File: config.mk
export PLATFORM = sky130hd
export DESIGN_NAME = lid_port_mapper
export DESIGN_NICKNAME = d
export VERILOG_FILES = /design/src/rtl/lid_map_pkg.sv /design/src/rtl/lid_addr_compose.sv /design/src/rtl/lid_map_table.sv /design/src/rtl/lid_lookup_stage.sv /design/src/rtl/lid_port_mapper.sv
export SDC_FILE = /design/constraint.sdc
export NUM_CORES = 2
export LEC_CHECK = 0
export BUFFER_PORTS_ARGS = -buffer_cell sky130_fd_sc_hd__buf_4
export CORE_ASPECT_RATIO = 0.9
export CORE_MARGIN = 3
export CORE_UTILIZATION = 45
export DETAILED_ROUTE_END_ITERATION = 16
export PLACE_DENSITY = 0.71
export SYNTH_ARGS = -nofsm -noshare
export SYNTH_HDL_FRONTEND = slang
export SYNTH_SLANG_ARGS = --single-unit
File: constraint.sdc
create_clock -name clk -period 6.3 [get_ports clk]
set_input_delay 0.315 -clock clk [delete_from_list [all_inputs] [get_ports clk]]
set_output_delay 0.315 -clock clk [all_outputs]
set_load 0.005 [all_outputs]
File: src/rtl/lid_map_pkg.sv
package lid_map_pkg;
  localparam int LP_W = 8;

  // One table entry; the enable flag sits above the port number.
  typedef struct packed {
    logic            en;
    logic [LP_W-1:0] lp;
  } map_entry_t;

  localparam map_entry_t ENTRY_RST = '{en: 1'b0, lp: '0};
endpackage

File: src/rtl/lid_addr_compose.sv
module lid_addr_compose #(
  parameter  int MOD_W   = 2,
  parameter  int LOCAL_W = 6,
  localparam int ADDR_W  = MOD_W + LOCAL_W
) (
  input  logic [MOD_W-1:0]   module_i,
  input  logic [LOCAL_W-1:0] local_i,
  output logic [ADDR_W-1:0]  addr_o
);
  // Module number selects the quadrant, local id indexes inside it.
  assign addr_o = {module_i, local_i};
endmodule

File: src/rtl/lid_map_table.sv
module lid_map_table
  import lid_map_pkg::*;
#(
  parameter  int ADDR_W = 8,
  localparam int DEPTH  = 1 << ADDR_W
) (
  input  logic              clk,
  input  logic              rst_n,
  input  logic              wr_en,
  input  logic [ADDR_W-1:0] wr_addr,
  input  map_entry_t        wr_data,
  input  logic [ADDR_W-1:0] rd_a_addr,
  output map_entry_t        rd_a_data,
  input  logic [ADDR_W-1:0] rd_b_addr,
  output map_entry_t        rd_b_data
);
  map_entry_t mem_q [DEPTH];

  for (genvar g = 0; g < DEPTH; g++) begin : g_entry
    map_entry_t ent_d;
    logic       ent_we;

    always_comb begin
      ent_we = wr_en && (wr_addr == ADDR_W'(g));
      ent_d  = ent_we ? wr_data : mem_q[g];
    end

    always_ff @(posedge clk or negedge rst_n) begin
      if (!rst_n) begin
        mem_q[g] <= ENTRY_RST;
      end else if (ent_we) begin
        mem_q[g] <= ent_d;
      end
    end
  end

  // Read before write: both ports see the state before this edge.
  assign rd_a_data = mem_q[rd_a_addr];
  assign rd_b_data = mem_q[rd_b_addr];
endmodule

File: src/rtl/lid_lookup_stage.sv
module lid_lookup_stage
  import lid_map_pkg::*;
#(
  parameter int ADDR_W = 8
) (
  input  logic              clk,
  input  logic              rst_n,
  input  logic              req_i,
  input  logic [ADDR_W-1:0] lid_i,
  input  map_entry_t        entry_i,
  output logic              valid_o,
  output logic [LP_W-1:0]   lp_o,
  output logic              en_o,
  output logic [ADDR_W-1:0] dest_o,
  output logic              redirect_o
);
  logic              valid_q;
  logic [LP_W-1:0]   lp_q,   lp_d;
  logic              en_q,   en_d;
  logic [ADDR_W-1:0] dest_q, dest_d;
  logic              redir_q, redir_d;

  always_comb begin
    lp_d    = entry_i.lp;
    en_d    = entry_i.en;
    // Disabled ports are steered to identifier zero.
    dest_d  = entry_i.en ? lid_i : '0;
    redir_d = ~entry_i.en;
  end

  always_ff @(posedge clk or negedge rst_n) begin
    if (!rst_n) begin
      valid_q <= 1'b0;
    end else begin
      valid_q <= req_i;
    end
  end

  always_ff @(posedge clk or negedge rst_n) begin
    if (!rst_n) begin
      lp_q    <= '0;
      en_q    <= 1'b0;
      dest_q  <= '0;
      redir_q <= 1'b0;
    end else if (req_i) begin
      lp_q    <= lp_d;
      en_q    <= en_d;
      dest_q  <= dest_d;
      redir_q <= redir_d;
    end
  end

  assign valid_o    = valid_q;
  assign lp_o       = lp_q;
  assign en_o       = en_q;
  assign dest_o     = dest_q;
  assign redirect_o = redir_q;
endmodule

File: src/rtl/lid_port_mapper.sv
module lid_port_mapper
  import lid_map_pkg::*;
#(
  parameter  int MOD_W   = 2,
  parameter  int LOCAL_W = 6,
  localparam int ADDR_W  = MOD_W + LOCAL_W,
  localparam int ENT_W   = LP_W + 1
) (
  input  logic               clk,
  input  logic               rst_n,
  input  logic               reg_wr_en,
  input  logic [ADDR_W-1:0]  reg_wr_addr,
  input  logic [ENT_W-1:0]   reg_wr_data,
  input  logic               reg_rd_en,
  input  logic [ADDR_W-1:0]  reg_rd_addr,
  output logic               reg_rd_valid,
  output logic [ENT_W-1:0]   reg_rd_data,
  input  logic               lkp_req,
  input  logic [MOD_W-1:0]   lkp_module,
  input  logic [LOCAL_W-1:0] lkp_local,
  output logic               lkp_valid,
  output logic [LP_W-1:0]    lkp_lp,
  output logic               lkp_en,
  output logic [ADDR_W-1:0]  lkp_dest_lid,
  output logic               lkp_redirect
);
  logic [ADDR_W-1:0] lkp_addr;
  map_entry_t        wr_entry;
  map_entry_t        cfg_entry;
  map_entry_t        lkp_entry;

  assign wr_entry = map_entry_t'(reg_wr_data);

  lid_addr_compose #(.MOD_W(MOD_W), .LOCAL_W(LOCAL_W)) u_addr (
    .module_i (lkp_module),
    .local_i  (lkp_local),
    .addr_o   (lkp_addr)
  );

  lid_map_table #(.ADDR_W(ADDR_W)) u_table (
    .clk       (clk),
    .rst_n     (rst_n),
    .wr_en     (reg_wr_en),
    .wr_addr   (reg_wr_addr),
    .wr_data   (wr_entry),
    .rd_a_addr (reg_rd_addr),
    .rd_a_data (cfg_entry),
    .rd_b_addr (lkp_addr),
    .rd_b_data (lkp_entry)
  );

  lid_lookup_stage #(.ADDR_W(ADDR_W)) u_lookup (
    .clk        (clk),
    .rst_n      (rst_n),
    .req_i      (lkp_req),
    .lid_i      (lkp_addr),
    .entry_i    (lkp_entry),
    .valid_o    (lkp_valid),
    .lp_o       (lkp_lp),
    .en_o       (lkp_en),
    .dest_o     (lkp_dest_lid),
    .redirect_o (lkp_redirect)
  );

  // Configuration read response register.
  logic             rd_valid_q;
  logic [ENT_W-1:0] rd_data_q, rd_data_d;

  always_comb begin
    rd_data_d = ENT_W'(cfg_entry);
  end

  always_ff @(posedge clk or negedge rst_n) begin
    if (!rst_n) begin
      rd_valid_q <= 1'b0;
    end else begin
      rd_valid_q <= reg_rd_en;
    end
  end

  always_ff @(posedge clk or negedge rst_n) begin
    if (!rst_n) begin
      rd_data_q <= '0;
    end else if (reg_rd_en) begin
      rd_data_q <= rd_data_d;
    end
  end

  assign reg_rd_valid = rd_valid_q;
  assign reg_rd_data  = rd_data_q;
endmodule

**Word level (Yosys, flattened, before mapping)**

Cells that the tools add are included.
Widths: inputs -> output; s select.

- $lt $le $gt $ge: 2
- Eq/ne operators: 255
- Reduce and logical (&&, ||, !) cells: 257
- Mux-type cells: 7
- Bitwise gates (word level): 3

Operators by type and width:

| operator | number |
|---|---|
| $eq 8x8->1 const B | 128 |
| $eq 8x7->1 const B | 64 |
| $eq 8x6->1 const B | 32 |
| $logic_and 1x1->1 | 256 |
| $bmux 9 s8 | 2 |
| $eq 8x5->1 const B | 16 |
| $eq 8x4->1 const B | 8 |
| $mux 9 | 4 |
| $eq 8x3->1 const B | 4 |
| $ge 9x9->1 const B | 2 |
| $not 8->9 | 2 |
| $eq 8x2->1 const B | 2 |
| $eq 8x1->1 const B | 1 |
| $logic_not 8->1 | 1 |
| $mux 8 | 1 |
| $not 1->1 | 1 |

- Output and inout bits: 29
- Register bits after elaboration: 2333
- Logic and storage cells: 1043

**Longest topological paths before layout**

- Word-level depth: 5
- Mapped depth: 13

**By module**

Synthesis repeated with hierarchy kept, for this count alone.

- Cell total of the unflattened synthesis: 8468
- Area, all modules: 124191.6 µm²

By module, submodules not included:

| module | cells each | instances | area each (µm²) |
|---|---|---|---|
| lid_map_table | 8382 | 1 | 122986.7 |
| lid_lookup_stage | 58 | 1 | 748.2 |
| lid_port_mapper | 20 | 1 | 396.6 |
| lid_addr_compose | 8 | 1 | 60.1 |

**Worst setup path after synthesis**

OpenSTA, ideal clock, no wires.

- Path kind: input -> register
- From: input port reg_rd_addr[0]
- To: register rd_data_q[1] (netlist: reg_rd_data[1])
- Setup slack: 3669 ps
- Required time: 6174 ps
- Arrival time: 2505 ps
- Stages on the path: 7
- Cell sequence: buf_2 > clkbuf_1 > mux4_2 > mux4_2 > o22ai_1 > a21oi_1 > a221o_1

- Cells in the longest elaborated chain, start to end: 4

Ends and longest elaborated chain:

| what | line | source |
|---|---|---|
| start: declaration | lid_port_mapper.sv:15 | `input logic [ADDR_W-1:0] reg_rd_addr,` |
| $not 8->9 (implied by the code) | lid_map_table.sv:38 | `assign rd_a_data = mem_q[rd_a_addr];` |
| $bmux 9 s8 | lid_map_table.sv:38 |  |
| $mux 9 (implied by the code) (2 in a row) | lid_map_table.sv:38 |  |
| end signal: assignment | lid_port_mapper.sv:85 | `rd_data_q <= rd_data_d;` |
| end: declaration | lid_port_mapper.sv:67 | `logic [ENT_W-1:0] rd_data_q, rd_data_d;` |

No other way between the ends. The select of a mux whose other input is x is not followed.
A chain may end at the register's enable or synchronous reset.

**Final worst setup path**

- From: input port lkp_local[0]
- To: register u_lookup.lp_q[2] (netlist: u_lookup.lp_o[2])

- Cells in the longest elaborated chain, start to end: 4

Ends and longest elaborated chain:

| what | line | source |
|---|---|---|
| start: declaration | lid_port_mapper.sv:20 | `input logic [LOCAL_W-1:0] lkp_local,` |
| $not 8->9 (implied by the code) | lid_map_table.sv:39 | `assign rd_b_data = mem_q[rd_b_addr];` |
| $bmux 9 s8 | lid_map_table.sv:39 |  |
| $mux 9 (implied by the code) (2 in a row) | lid_map_table.sv:39 |  |
| end signal: assignment | lid_lookup_stage.sv:46 | `lp_q <= lp_d;` |
| end: declaration | lid_lookup_stage.sv:18 | `logic [LP_W-1:0] lp_q, lp_d;` |

No other way between the ends. The select of a mux whose other input is x is not followed.

==> summary.md <==
| Metric | Value |
|---|---|
| Length of the first detailed-routing pass in iterations | 10 |
| Cell accounting for the most synthesized area | sky130_fd_sc_hd__dfrtp_1 |
| Starting density of the core | 45.32% |
| Die area | about 280000 um2 |
| Post-route fraction of the period consumed by the critical path | around two thirds |
| Yosys reg bits | between 2000 and 2500 |
| Core footprint | ~270000 um2 |
| Leakage power figure | 0.06192 uW |
| Wire length of the first global-routing pass | 589600 um |
| DPL Wire Length | about 260000 um |
| Combined area of all synthesized cells | 124100 um2 |
| Finished layout cell area | about 140000 um2 |
| Clock latency reported for the late side of the worst-skew pair | 920 ps |
| Number of global-route vias before repair | around 82000 |
| Number of pins exceeding their max-slew limit in the final report | 1 |
| Post-route minimum period | about 4200 ps |
| Post-synth net total | around 8000 |
| Unrepaired setup endpoints after global routing | no |
| Violated checks | max-capacitance violations, max-slew violations |
| Worst flop-to-flop path endpoint | u_lookup.lp_o[2]$_DFFE_PN0P_ |
| Die H | 504.1 um |
| Mean Syn Cell Area | around 16 um2 |
| CTS Buffer Depth | 3 |
| CP dominant cell by count | sky130_fd_sc_hd__nor3_1 |
| Number of warnings reported in the yosys synthesis log | 0 |
| Most frequent standard cell in the layout excluding fill and tap cells | sky130_fd_sc_hd__mux2_2 |
| Setup crit start kind | input port |
| Overall routed net length | 405200 um |
| Post-cts resize count | 0 |
| Minimum setup slack among reg-to-reg paths | approximately 2800 ps |
| Die X-Extent | approximately 560 um |
| Main synth FF type | sky130_fd_sc_hd__dfrtp_1 |
| Leading cell types by total area after synthesis | sky130_fd_sc_hd__dfrtp_1 47%, sky130_fd_sc_hd__mux4_2 22%, sky130_fd_sc_hd__mux2_2 21% |
| Nets | 7816 |
| Worst r2r src | u_table.mem_q[2207]$_DFFE_PN0P_ |
| Type of destination of the critical path | flop |
| Delay contributed by the slowest stage of the critical path | 1170 ps |
| Multi-input gate area in the final layout | 62620 um2 |
| Reg area | between 50000 and 60000 um2 |
| # setup viols final | 0 |
| Count of vias placed by the detailed router | roughly 80000 |
| Num CTS Buffers | 235 |
| Number of flops mapped to enable cells by yosys | 0 |
| Critical path required time | 7150 ps |
| Growth of design area from synthesis to finish | 10.24% |
| Relative max-transition margin | -0.2919% |
| Chain of cells forming the critical path | buf_8 > buf_12 > buf_4 > mux2i_1 > o221ai_1 > o22ai_1 > nor3_1 > nor3_1 > nor4_1 > a221o_1 |
| Clock tree from TritonCTS | yes |
| Grt total ovfl | 0 |
| Final antenna-violating net count | 0 |
| Cell count after synthesis | 7945 |
| Register area share after synthesis | between 40% and 50% |
| Clock transition at the register clock pins on the worst setup and hold paths after CTS | about 70 ps |
| Routed length per instance | roughly 35 um |
| Critical path arrival | ~5000 ps |
| Number of buffers inserted by port buffering | 66 |
| Depth of the worst register-to-register path | 7 |
| Worst vdd rail ir drop | 0.2787 mV |
| Proportion of layout cells with a drive suffix above 1 | between 50% and 60% |
| Final weighted congestion in routability-driven placement | 0.9697 |
| Critical-path cell with the highest stage delay | sky130_fd_sc_hd__nor4_1 |
| Worst Clk Skew | 52.91 ps |
| Critical path start-end classification | in2reg |
| Largest driver fanout on the critical path | 75 |
| Max Cap Viol | 1 |
| Number of H-tree levels | 4 |
| Post-placement cell area | ~130000 um2 |
| Total negative slack | 0 ps |
| Fill count | approximately 23000 |
| Cell Pwr Density | between 200 and 300 nW/um2 |
| Num Clock Sinks | around 2300 |
| Vias per std cell | between 6 and 7 |
| FP Rows | 182 |
| Post-CTS setup-driven buffer insertion count | 0 |
| Path category of the worst min-delay check | in2async |
| Count of final hold-check violations | 0 |
| Top library cells by usage in the layout, fill and taps aside | 2338 x sky130_fd_sc_hd__mux2_2, 2333 x sky130_fd_sc_hd__dfrtp_1, 1218 x sky130_fd_sc_hd__mux4_2, 260 x sky130_fd_sc_hd__nand2_1, 260 x sky130_fd_sc_hd__mux2i_1 |
| Overall track demand over capacity in global routing | 28.41% |
| Count of cell types in the netlist | 57 |
| I/O pin total | between 60 and 70 |
| Maximum operating frequency | around 240 MHz |
| Antenna violations before repair | 31 |
| Maximum number of pins on one net before global-route repair | just under 200 |
| DRC viols | 0 |
| Worst-Margin Slew | between 1000 and 1500 ps |
| Utilization after layout | between 40% and 50% |
| Area share of the leading cell type in the synthesized netlist | between 40% and 50% |
| Clock Tree Root | sky130_fd_sc_hd__clkbuf_16 |
| First-iteration detailed-routing DRC count | 9564 |
| Share of flip-flops with an asynchronous set or reset | between 90% and 100% |
| Status | finished, violations left |
==> synth_stat cells, types with 4 or more instances <==
library cell	number
sky130_fd_sc_hd__mux2_2	2338
sky130_fd_sc_hd__dfrtp_1	2333
sky130_fd_sc_hd__mux4_2	1218
sky130_fd_sc_hd__clkbuf_1	432
sky130_fd_sc_hd__mux2i_1	260
sky130_fd_sc_hd__nand2_1	260
sky130_fd_sc_hd__nor2_1	161
sky130_fd_sc_hd__buf_2	151
sky130_fd_sc_hd__o22ai_1	99
sky130_fd_sc_hd__o221ai_1	93
sky130_fd_sc_hd__a21oi_1	65
sky130_fd_sc_hd__buf_1	51
sky130_fd_sc_hd__nor3_1	50
sky130_fd_sc_hd__nand3_1	49
sky130_fd_sc_hd__buf_4	46
sky130_fd_sc_hd__a211oi_1	41
sky130_fd_sc_hd__o21ai_0	28
sky130_fd_sc_hd__a22oi_1	25
sky130_fd_sc_hd__a31oi_1	22
sky130_fd_sc_hd__nor2b_1	20
sky130_fd_sc_hd__or3_1	20
sky130_fd_sc_hd__nand2b_1	18
sky130_fd_sc_hd__buf_6	16
sky130_fd_sc_hd__a22o_1	15
sky130_fd_sc_hd__nor4_1	13
sky130_fd_sc_hd__o211ai_1	12
sky130_fd_sc_hd__a32oi_1	11
sky130_fd_sc_hd__inv_1	10
sky130_fd_sc_hd__a211o_1	9
sky130_fd_sc_hd__a221o_1	8
sky130_fd_sc_hd__o311a_1	8
sky130_fd_sc_hd__and3_1	6
sky130_fd_sc_hd__nand4_1	6
sky130_fd_sc_hd__nor4_2	6
sky130_fd_sc_hd__and2_1	4
==> layout make-up <==
cell class                      count  share of cell area, %
Clock inverter                     80                 0.8372
Sequential cell                  2333                  42.69
Clock buffer                      355                  5.137
Antenna cell                       15                0.02745
Multi-Input combinational cell   4901                  45.79
Tap cell                         3680                  3.367
Inverter                           13                0.04666
Timing Repair Buffer              294                  2.103
==> routing by layer <==
metal	routed length, um	global-route usage (%)	vias to the layer above	share of wire, %
met5	416	0.7601	-	0.10
met4	25110	15.14	24	6.2
met3	47770	10.66	1146	12
met2	176800	40.67	4491	44
met1	155100	37.51	43497	38
li1	-	-	30968	-
==> power breakdown <==
group          switching (uW)  internal, uW
logic                    2200          1760
registers                 593         15700
clock network            6260          8620
==> metrics by stage <==
stage | power (uW) | hold WS, ps | std cells | worst slack, ps
floorplan | 18850 | 19.41 | 7945 | 3669
global placement | 20280 | 278.9 | 11213 | 1147
detailed placement | 20440 | 284.7 | 11214 | 1152
CTS | 35210 | 6.977 | 11655 | 2002
global route | 36180 | 33.70 | 11660 | 2109
finish | 35150 | 33.12 | 11671 | 2109
==> how the worst max path moves through the flow <==
stage	start	end	slack, ps	depth (start not counted)
after CTS	lkp_module[0]	u_lookup.lp_o[2]$_DFFE_PN0P_	2000	10
after global placement	lkp_local[0]	u_lookup.lp_o[2]$_DFFE_PN0P_	1150	8
final	lkp_local[0]	u_lookup.lp_o[2]$_DFFE_PN0P_	2110	10
after floorplan	reg_rd_addr[0]	reg_rd_data[1]$_DFFE_PN0P_	3670	7
after detailed placement	lkp_local[0]	u_lookup.lp_o[2]$_DFFE_PN0P_	1150	8
after global routing	lkp_local[0]	u_lookup.lp_o[2]$_DFFE_PN0P_	2110	10
==> state kept, by name, summed over array words and instances, names as in the netlist <==
signal,cells
u_lookup.lp_o,8
u_lookup.valid_o,1
u_lookup.redirect_o,1
u_lookup.en_o,1
reg_rd_valid,1
u_lookup.dest_o,8
u_table.mem_q,2304
reg_rd_data,9
==> worst max-delay path, delay by kind of cell <==
family / cells / cell delay, ps
buf+inv: 3 / 1760
simple gates: 3 / 1900
compound gates: 3 / 670
mux: 1 / 170
==> kinds of logic after synthesis <==
logic type | after synthesis | synth area share (%)
AOI/OAI and AO/OA | 457 | 2.640
buffers and inverters | 711 | 2.566
DFF | 2333 | 47.06
muxes | 3818 | 45.48
and+or+nand+nor | 626 | 2.256
==> repair_timing <==
item | 4_1_cts | 5_1_grt
endpoints found under the setup margin | 0 | 0
hold buffers | 6 | 0
endpoints found under the hold margin | 428 | 0
Power figures use the tool's default switching activity.
